**src/rtl/seqmath_pkg.sv**
```systemverilog
// Shared constants and types for the sequenced math coprocessor.
// Assumes an 8-bit data bus and a 3-bit register address.
package seqmath_pkg;

    localparam int ADDR_W = 3;

    localparam logic [ADDR_W-1:0] RA_A    = 3'd0;
    localparam logic [ADDR_W-1:0] RA_B    = 3'd1;
    localparam logic [ADDR_W-1:0] RA_C    = 3'd2;
    localparam logic [ADDR_W-1:0] RA_CFG  = 3'd3;
    localparam logic [ADDR_W-1:0] RA_STAT = 3'd4;

    typedef enum logic [3:0] {
        ST_IDLE,
        ST_LDA,
        ST_LDB_DIV,
        ST_LDB_MUL,
        ST_LDA_MUL,
        ST_RUN,
        ST_RDA,
        ST_RDB,
        ST_BAD
    } seq_state_t;

    typedef enum logic [2:0] {
        OP_MUL,
        OP_DIV16,
        OP_DIV32,
        OP_SHIFT,
        OP_NORM
    } op_t;

    typedef struct packed {
        logic [31:0] q;
        logic [15:0] r;
        logic [4:0]  e;
        logic        dz;
    } alu_out_t;

endpackage

```
**src/rtl/seqmath_alu.sv**
```systemverilog
// Combinational datapath: multiply, divide, shift and normalize on the
// captured operands. Assumes the operands stay stable while the sequencer
// runs its latency timer; the result is sampled once, at completion.
module seqmath_alu
    import seqmath_pkg::*;
(
    input  op_t         op,
    input  logic [31:0] a_op,
    input  logic [15:0] b_op,
    input  logic [5:0]  shcfg,
    output alu_out_t    res
);

    logic [31:0] dvs;
    logic [31:0] rem_full;
    logic [4:0]  lz;
    logic        found;

    // Purpose: count the leading zeros of the operand for normalize.
    always_comb begin
        lz    = 5'd0;
        found = 1'b0;
        for (int i = 31; i >= 0; i--) begin
            if (!found && a_op[i]) begin
                lz    = 5'(31 - i);
                found = 1'b1;
            end
        end
    end

    // Purpose: select and compute the result of the chosen operation.
    always_comb begin
        res      = '0;
        dvs      = {16'b0, b_op};
        rem_full = '0;
        unique case (op)
            OP_MUL: begin
                res.q = 32'(a_op[15:0]) * 32'(b_op);
            end
            OP_DIV16, OP_DIV32: begin
                if (b_op == 16'd0) begin
                    res.q  = '1;
                    res.r  = a_op[15:0];
                    res.dz = 1'b1;
                end else begin
                    res.q    = a_op / dvs;
                    rem_full = a_op % dvs;
                    res.r    = rem_full[15:0];
                end
            end
            OP_SHIFT: begin
                res.q = shcfg[5] ? (a_op >> shcfg[4:0]) : (a_op << shcfg[4:0]);
            end
            OP_NORM: begin
                res.q = a_op << lz;
                res.e = lz;
            end
            default: res = '0;
        endcase
    end

endmodule

```
**src/rtl/seqmath_acc.sv**
```systemverilog
// 40-bit running sum with byte-serial load (low byte first) and readback
// (high byte first). Assumes the caller gates wr/rd so they never coincide
// with add_en.
module seqmath_acc #(
    parameter int ACC_W = 40
) (
    input  logic        clk,
    input  logic        rst_n,
    input  logic        clr_ptr,
    input  logic        wr,
    input  logic        rd,
    input  logic [7:0]  wdata,
    input  logic        add_en,
    input  logic [31:0] add_val,
    output logic [7:0]  rdata
);

    localparam int NB = ACC_W / 8;
    localparam int PW = $clog2(NB);
    localparam logic [PW-1:0] LAST = PW'(NB - 1);

    logic [ACC_W-1:0] sum_q;
    logic [PW-1:0]    wp;
    logic [PW-1:0]    rp;

    // Purpose: byte loads, accumulation and pointer movement.
    always_ff @(posedge clk) begin
        if (!rst_n) begin
            sum_q <= '0;
            wp    <= '0;
            rp    <= '0;
        end else if (clr_ptr) begin
            wp <= '0;
            rp <= '0;
        end else begin
            if (add_en) begin
                sum_q <= sum_q + ACC_W'(add_val);
            end else if (wr) begin
                sum_q[8*wp +: 8] <= wdata;
            end
            if (wr) begin
                wp <= (wp == LAST) ? '0 : wp + PW'(1);
            end
            if (rd) begin
                rp <= (rp == LAST) ? '0 : rp + PW'(1);
            end
        end
    end

    // Purpose: present the byte selected by the read pointer, high byte first.
    always_comb begin
        rdata = 8'(sum_q >> (8 * (NB - 1 - int'(rp))));
    end

endmodule

```
**src/rtl/seqmath_seq.sv**
```systemverilog
// Access-order sequencer. Decodes the operation from the order of A/B port
// writes, captures operands, times the run, latches results and tracks
// readback. Any unexpected A/B/C port access parks it in ST_BAD until a
// STAT write with bit 0 clear. Assumes one bus access per cycle.
module seqmath_seq
    import seqmath_pkg::*;
#(
    parameter int LONG_LAT  = 9,
    parameter int SHORT_LAT = 6
) (
    input  logic              clk,
    input  logic              rst_n,
    input  logic [ADDR_W-1:0] addr,
    input  logic              wr,
    input  logic              rd,
    input  logic [7:0]        wdata,
    input  alu_out_t          alu_res,
    output seq_state_t        state,
    output op_t               op,
    output logic [2:0]        cnt,
    output logic [31:0]       a_buf,
    output logic [15:0]       b_buf,
    output logic [7:0]        cfg,
    output logic [31:0]       res_q,
    output logic [15:0]       res_r,
    output logic              dz_flag,
    output logic              abort,
    output logic              add_en
);

    localparam int MAXL = (LONG_LAT > SHORT_LAT) ? LONG_LAT : SHORT_LAT;
    localparam int TW   = $clog2(MAXL + 1);

    logic [TW-1:0] timer;
    logic a_w, a_r, b_w, b_r, cfg_w, mc_any, is_div, finishing;

    // Purpose: decode the bus strobes for each register.
    always_comb begin
        a_w    = wr && (addr == RA_A);
        a_r    = rd && (addr == RA_A);
        b_w    = wr && (addr == RA_B);
        b_r    = rd && (addr == RA_B);
        cfg_w  = wr && (addr == RA_CFG);
        mc_any = (wr || rd) && (addr == RA_C);
        abort  = wr && (addr == RA_STAT) && !wdata[0];
        is_div = (op == OP_DIV16) || (op == OP_DIV32);
        finishing = (state == ST_RUN) && (timer == TW'(1))
                    && !(a_w || a_r || b_w || b_r || mc_any);
        add_en = finishing && (op == OP_MUL || (is_div && !alu_res.dz));
    end

    // Purpose: step the sequence, capture operands and latch results.
    always_ff @(posedge clk) begin
        if (!rst_n) begin
            state   <= ST_IDLE;
            op      <= OP_MUL;
            cnt     <= '0;
            a_buf   <= '0;
            b_buf   <= '0;
            cfg     <= '0;
            res_q   <= '0;
            res_r   <= '0;
            dz_flag <= 1'b0;
            timer   <= '0;
        end else if (abort) begin
            state   <= ST_IDLE;
            cnt     <= '0;
            dz_flag <= 1'b0;
        end else begin
            unique case (state)
                ST_IDLE: begin
                    if (cfg_w) cfg <= wdata;
                    if (a_w) begin
                        a_buf   <= {24'b0, wdata};
                        cnt     <= 3'd1;
                        dz_flag <= 1'b0;
                        state   <= ST_LDA;
                    end else if (b_w) begin
                        b_buf   <= {8'b0, wdata};
                        cnt     <= 3'd1;
                        dz_flag <= 1'b0;
                        state   <= ST_LDB_MUL;
                    end else if (a_r || b_r) begin
                        state <= ST_BAD;
                    end
                end
                ST_LDA: begin
                    if (a_w) begin
                        if (cnt < 3'd4) begin
                            a_buf[8*cnt +: 8] <= wdata;
                            cnt <= cnt + 3'd1;
                        end else begin
                            state <= ST_BAD;
                        end
                    end else if (b_w) begin
                        if (cnt == 3'd2 || cnt == 3'd4) begin
                            b_buf <= {8'b0, wdata};
                            op    <= (cnt == 3'd2) ? OP_DIV16 : OP_DIV32;
                            state <= ST_LDB_DIV;
                        end else begin
                            state <= ST_BAD;
                        end
                    end else if (cfg_w) begin
                        cfg <= wdata;
                        if (cnt == 3'd4) begin
                            op    <= wdata[6] ? OP_NORM : OP_SHIFT;
                            timer <= TW'(LONG_LAT);
                            state <= ST_RUN;
                        end
                    end else if (a_r || b_r || mc_any) begin
                        state <= ST_BAD;
                    end
                end
                ST_LDB_DIV: begin
                    if (b_w) begin
                        b_buf[15:8] <= wdata;
                        timer       <= TW'(LONG_LAT);
                        state       <= ST_RUN;
                    end else if (a_w || a_r || b_r || mc_any) begin
                        state <= ST_BAD;
                    end
                end
                ST_LDB_MUL: begin
                    if (b_w && cnt == 3'd1) begin
                        b_buf[15:8] <= wdata;
                        cnt         <= 3'd2;
                    end else if (a_w && cnt == 3'd2) begin
                        a_buf <= {24'b0, wdata};
                        op    <= OP_MUL;
                        state <= ST_LDA_MUL;
                    end else if (a_w || b_w || a_r || b_r || mc_any) begin
                        state <= ST_BAD;
                    end
                end
                ST_LDA_MUL: begin
                    if (a_w) begin
                        a_buf[15:8] <= wdata;
                        timer       <= TW'(SHORT_LAT);
                        state       <= ST_RUN;
                    end else if (b_w || a_r || b_r || mc_any) begin
                        state <= ST_BAD;
                    end
                end
                ST_RUN: begin
                    if (a_w || b_w || a_r || b_r || mc_any) begin
                        state <= ST_BAD;
                    end else if (finishing) begin
                        res_q   <= alu_res.q;
                        res_r   <= alu_res.r;
                        dz_flag <= alu_res.dz;
                        if (op == OP_NORM) cfg[4:0] <= alu_res.e;
                        cnt     <= '0;
                        state   <= ST_RDA;
                    end else begin
                        timer <= timer - TW'(1);
                    end
                end
                ST_RDA: begin
                    if (a_r) begin
                        if (cnt == 3'd3) begin
                            cnt   <= '0;
                            state <= is_div ? ST_RDB : ST_IDLE;
                        end else begin
                            cnt <= cnt + 3'd1;
                        end
                    end else if (a_w || b_w || b_r || mc_any) begin
                        state <= ST_BAD;
                    end
                end
                ST_RDB: begin
                    if (b_r) begin
                        if (cnt == 3'd1) begin
                            cnt   <= '0;
                            state <= ST_IDLE;
                        end else begin
                            cnt <= 3'd1;
                        end
                    end else if (a_w || b_w || a_r || mc_any) begin
                        state <= ST_BAD;
                    end
                end
                ST_BAD: state <= ST_BAD;
                default: state <= ST_BAD;
            endcase
        end
    end

endmodule

```
**src/rtl/seqmath_unit.sv**
```systemverilog
// Top of the sequenced math coprocessor: wires the sequencer, datapath and
// 40-bit sum, and multiplexes read data. Assumes reads are combinational and
// that a read's side effect (pointer advance) takes place at the clock edge.
module seqmath_unit
    import seqmath_pkg::*;
#(
    parameter int LONG_LAT  = 9,
    parameter int SHORT_LAT = 6,
    parameter int ACC_W     = 40
) (
    input  logic              clk,
    input  logic              rst_n,
    input  logic [ADDR_W-1:0] bus_addr,
    input  logic              bus_wr,
    input  logic              bus_rd,
    input  logic [7:0]        bus_wdata,
    output logic [7:0]        bus_rdata,
    output logic              busy
);

    seq_state_t  state;
    op_t         op;
    logic [2:0]  cnt;
    logic [31:0] a_buf;
    logic [15:0] b_buf;
    logic [7:0]  cfg;
    logic [31:0] res_q;
    logic [15:0] res_r;
    logic        dz_flag;
    logic        bad_flag;
    logic        abort;
    logic        add_en;
    alu_out_t    alu_res;
    logic        acc_wr, acc_rd;
    logic [7:0]  acc_rdata;
    logic [7:0]  stat_byte;

    seqmath_seq #(
        .LONG_LAT  (LONG_LAT),
        .SHORT_LAT (SHORT_LAT)
    ) u_seq (
        .clk     (clk),
        .rst_n   (rst_n),
        .addr    (bus_addr),
        .wr      (bus_wr),
        .rd      (bus_rd),
        .wdata   (bus_wdata),
        .alu_res (alu_res),
        .state   (state),
        .op      (op),
        .cnt     (cnt),
        .a_buf   (a_buf),
        .b_buf   (b_buf),
        .cfg     (cfg),
        .res_q   (res_q),
        .res_r   (res_r),
        .dz_flag (dz_flag),
        .abort   (abort),
        .add_en  (add_en)
    );

    seqmath_alu u_alu (
        .op    (op),
        .a_op  (a_buf),
        .b_op  (b_buf),
        .shcfg (cfg[5:0]),
        .res   (alu_res)
    );

    seqmath_acc #(
        .ACC_W (ACC_W)
    ) u_acc (
        .clk     (clk),
        .rst_n   (rst_n),
        .clr_ptr (abort),
        .wr      (acc_wr),
        .rd      (acc_rd),
        .wdata   (bus_wdata),
        .add_en  (add_en),
        .add_val (alu_res.q),
        .rdata   (acc_rdata)
    );

    // Purpose: derive flags and gate the C port to the idle state.
    always_comb begin
        bad_flag  = (state == ST_BAD);
        busy      = (state != ST_IDLE) && (state != ST_RDA) && (state != ST_RDB);
        acc_wr    = bus_wr && (bus_addr == RA_C) && (state == ST_IDLE);
        acc_rd    = bus_rd && (bus_addr == RA_C) && (state == ST_IDLE);
        stat_byte = {4'b0, state != ST_IDLE, bad_flag, dz_flag, busy};
    end

    // Purpose: read data multiplexer.
    always_comb begin
        bus_rdata = '0;
        if (bus_rd) begin
            unique case (bus_addr)
                RA_A:    if (state == ST_RDA) bus_rdata = 8'(res_q >> (8 * (3 - int'(cnt))));
                RA_B:    if (state == ST_RDB) bus_rdata = (cnt == 3'd0) ? res_r[15:8] : res_r[7:0];
                RA_C:    if (state == ST_IDLE) bus_rdata = acc_rdata;
                RA_CFG:  bus_rdata = cfg;
                RA_STAT: bus_rdata = stat_byte;
                default: bus_rdata = '0;
            endcase
        end
    end

endmodule

```
**config.mk**
```make
export PLATFORM = sky130hd
export DESIGN_NAME = seqmath_unit
export DESIGN_NICKNAME = d
export VERILOG_FILES = /design/src/rtl/seqmath_pkg.sv /design/src/rtl/seqmath_alu.sv /design/src/rtl/seqmath_acc.sv /design/src/rtl/seqmath_seq.sv /design/src/rtl/seqmath_unit.sv
export SDC_FILE = /design/constraint.sdc
export NUM_CORES = 2
export LEC_CHECK = 0
export BUFFER_PORTS_ARGS = -buffer_cell sky130_fd_sc_hd__buf_2
export CORE_ASPECT_RATIO = 1.75
export CORE_MARGIN = 5
export CORE_UTILIZATION = 40
export DETAILED_ROUTE_END_ITERATION = 6
export GPL_TIMING_DRIVEN = 0
export PLACE_DENSITY = 0.5
export SKIP_CTS_REPAIR_TIMING = 1
export SLEW_MARGIN = 20
export SYNTH_ARGS = -nofsm -noshare
export SYNTH_HDL_FRONTEND = slang
export SYNTH_HIERARCHICAL = 1
export SYNTH_SLANG_ARGS = --single-unit
```
**constraint.sdc**
```tcl
create_clock -name clk -period 213.3 [get_ports clk]
set_clock_uncertainty 0.05 [all_clocks]
set_input_delay 31.995 -clock clk [delete_from_list [all_inputs] [get_ports clk]]
set_output_delay 31.995 -clock clk [all_outputs]
set_load 0.01 [all_outputs]
```
==> results.cfg <==
[floorplan]
ioPinCount = 24
die_w_um = 271
initial_core_util = 0.403
rows = 167
core_um2 = 118000
die-area_um2 = 127000
die_y_um = 467

[cts]
clock-sinks = 165
clock_path_buffers = 2
htree_levels = 4
cts_root_buffer = clkbuf_16
worstSkewPairLatency_ns = 0.47
cts.clk_slew.worst_paths_ns = 0.07
tritoncts = built
numCtsBuffers = 17

[setup_path]
r2r_cells = 454
cp_slowest_stage_delay_ns = 0.79
cp-start-kind = register
cp_max_fo = 10
crit_path_top_delay_cell = a311oi_1
cp_common_cell = o21a_1
r2r_setup_slack_ns = 94.99
r2r-end = u_acc/sum_q[32]$_SDFFE_PN0P_
end_kind = register
crit_required_ns = 213.61
r2r_start = u_seq/b_buf[7]$_SDFFE_PN0P_
arrival_ns = 118.62
critPathKind = reg -> reg

[synthesis]
synth-compound-area-share = 0.282
ys_warn_count = 6
yosys.area_share.adder = 0.227
synth_seq_cells = 165
synth_top_family_by_area = compound AO/OA/AOI/OAI gates
ys.flop_type = dfxtp_1
postSynthAreaPerCell_um2 = 7.40
synth_area_um2 = 47700
yosysMostFrequentCell = nand2_1
synth_edf_count = 0
synth.net_count = 7217
async_flop_share = 0
synthXorXnorAreaFrac = 0.0453
synthDominantCellAreaShare = 0.145
synthSimpleGateAreaFrac = 0.225
seq_area_frac_synth = 0.0692
synth.mux.area_fraction = 0.0926
syn_inst = 6454
synth_largest_area_cell = ha_1
yosysUniqueCellTypes = 138
synthTopCellsByCount = nand2_1 (699), ha_1 (552), a21oi_1 (519)
ys_top_cells_by_area = ha_1 (14%), fa_1 (8.2%), dfxtp_1 (6.9%), nand2_1 (5.5%), a21oi_1 (5.4%)

[grt]
grt_antenna_before_repair = 3
grt_max_degree = 27
grt_pass1_wl_um = 311000
grt.total_usage = 0.318
gr-total-overflow = 0
grt_pass1_vias = 50966

[sta]
grt_setup_unrepaired = false
slew_violations = 0
hold_violations = 0
maxSlewHeadroom = 0.186
final.min_clock_period_ns = 118.31
worst_pin_slew_ns = 1.22
finalSetupViolations = 0
fmax_mhz = 8.45
finalCritPeriodShare = 0.555
tns_ns = 0

[cells_and_area]
fin_cells = 8050
area_delta_synth_final_pct = 6.26
fin_util = 0.428
nFillCells = 12500
finalNetCount = 7275
final_layout_size_suffix_gt1_frac = 0.0746

[drt]
drt-wirelength-per-cell_um = 26.2
routed_wl_um = 211000
antenna_left = 0
drtPass1Iterations = 6
drcViolationCount = 0
first_iter_violations = 3391
avgViaCountPerCell = 6.29
via_count = 50609

[min_path]
hold-path-endpoint = u_seq/b_buf[14]$_SDFFE_PN0P_
hold_start = u_seq/b_buf[14]$_SDFFE_PN0P_
min_path_type = reg -> reg
hold_depth = 2

[placed_design]
io_buffer_count = 23
dp_cells = 8013
gp_congestion = 1.04
dpl.hpwl_um = 177000

[job]
cap_violations = 0

[outcome]
status = complete, no violations
placed cells by master (no fill, tap or decap), types with 196 or more instances in the layout:
cell type  instances
a21oi_1          518
clkbuf_1         246
fa_1             196
ha_1             552
inv_1            346
mux2i_1          224
nand2_1          699
nor2_1           505
nor3_1           254
o21a_1           208
o21ai_0          317
worst max path at each step:
stage | start | to
2_1_floorplan | u_seq/b_buf[0]$_SDFFE_PN0P_ | u_acc/sum_q[38]$_SDFFE_PN0P_
3_3_place_gp | u_seq/b_buf[0]$_SDFFE_PN0P_ | u_acc/sum_q[32]$_SDFFE_PN0P_
3_5_place_dp | u_seq/b_buf[7]$_SDFFE_PN0P_ | u_acc/sum_q[38]$_SDFFE_PN0P_
4_1_cts | u_seq/b_buf[7]$_SDFFE_PN0P_ | u_acc/sum_q[38]$_SDFFE_PN0P_
5_1_grt | u_seq/b_buf[7]$_SDFFE_PN0P_ | u_acc/sum_q[32]$_SDFFE_PN0P_
6_report | u_seq/b_buf[7]$_SDFFE_PN0P_ | u_acc/sum_q[32]$_SDFFE_PN0P_
flip-flops by register name, indices dropped and copies added, names as in the netlist, 3 cells and up:
signal / cells
u_acc/rp: 3
u_seq/res_r: 16
u_seq/state: 4
u_acc/sum_q: 40
u_seq/a_buf: 32
u_seq/res_q: 32
u_seq/timer: 4
u_seq/op: 3
u_seq/cfg: 8
u_acc/wp: 3
u_seq/cnt: 3
u_seq/b_buf: 16
final cells by class:
class | count | area, um^2 | share of cell area
multi-input combinational | 5556 | 41600 | 0.820
sequential | 165 | 3300 | 0.0651
tap | 1521 | 1900 | 0.0375
buffer | 366 | 1500 | 0.0295
inverter | 367 | 1380 | 0.0272
timing repair buffer | 39 | 429 | 0.00846
clock buffer | 17 | 425 | 0.00839
clock inverter | 15 | 171 | 0.00338
antenna | 4 | 10.0 | 0.000197
worst max-delay path, delay by kind of cell (launching register included):
kind                       cells  cell delay [ns]
AOI/OAI and AO/OA            264            61.79
DFF                            1             0.31
and+or+nand+nor               96            23.17
muxes                          8             3.04
buffers and inverters         53            18.63
adders and majority gates     33            10.86
layer usage:
layer	share of wire	vias up	track usage
met5	0	-	0
met4	0.098	0	0.247
met3	0.038	724	0.0345
met2	0.52	1594	0.612
met1	0.34	24471	0.306
li1	-	23820	-
logic make-up (layout without fill, tap and decap cells):
| group | after synthesis | in the layout |
|---|---|---|
| muxes | 384 | 384 |
| and+or+nand+nor | 2201 | 2201 |
| buffers and inverters | 733 | 804 |
| other | 0 | 4 |
| DFF | 165 | 165 |
| adders and majority gates | 748 | 748 |
| AOI/OAI and AO/OA | 1978 | 1978 |
| xor gates and xnor gates | 245 | 245 |
per-stage QoR:
stage / area [um^2] / hold slack [ns] / setup slack, ns
after floorplan: 47700 / 0.379 / 121.46
after global placement: 49800 / 0.385 / 95.87
after detailed placement: 50100 / 0.390 / 96.63
after CTS: 50700 / 0.400 / 96.08
after global routing: 50700 / 0.427 / 87.06
final: 50700 / 0.400 / 94.99
Power is not shown: default switching activity piles up to over one toggle a cycle in this logic, so the estimate is an artifact.
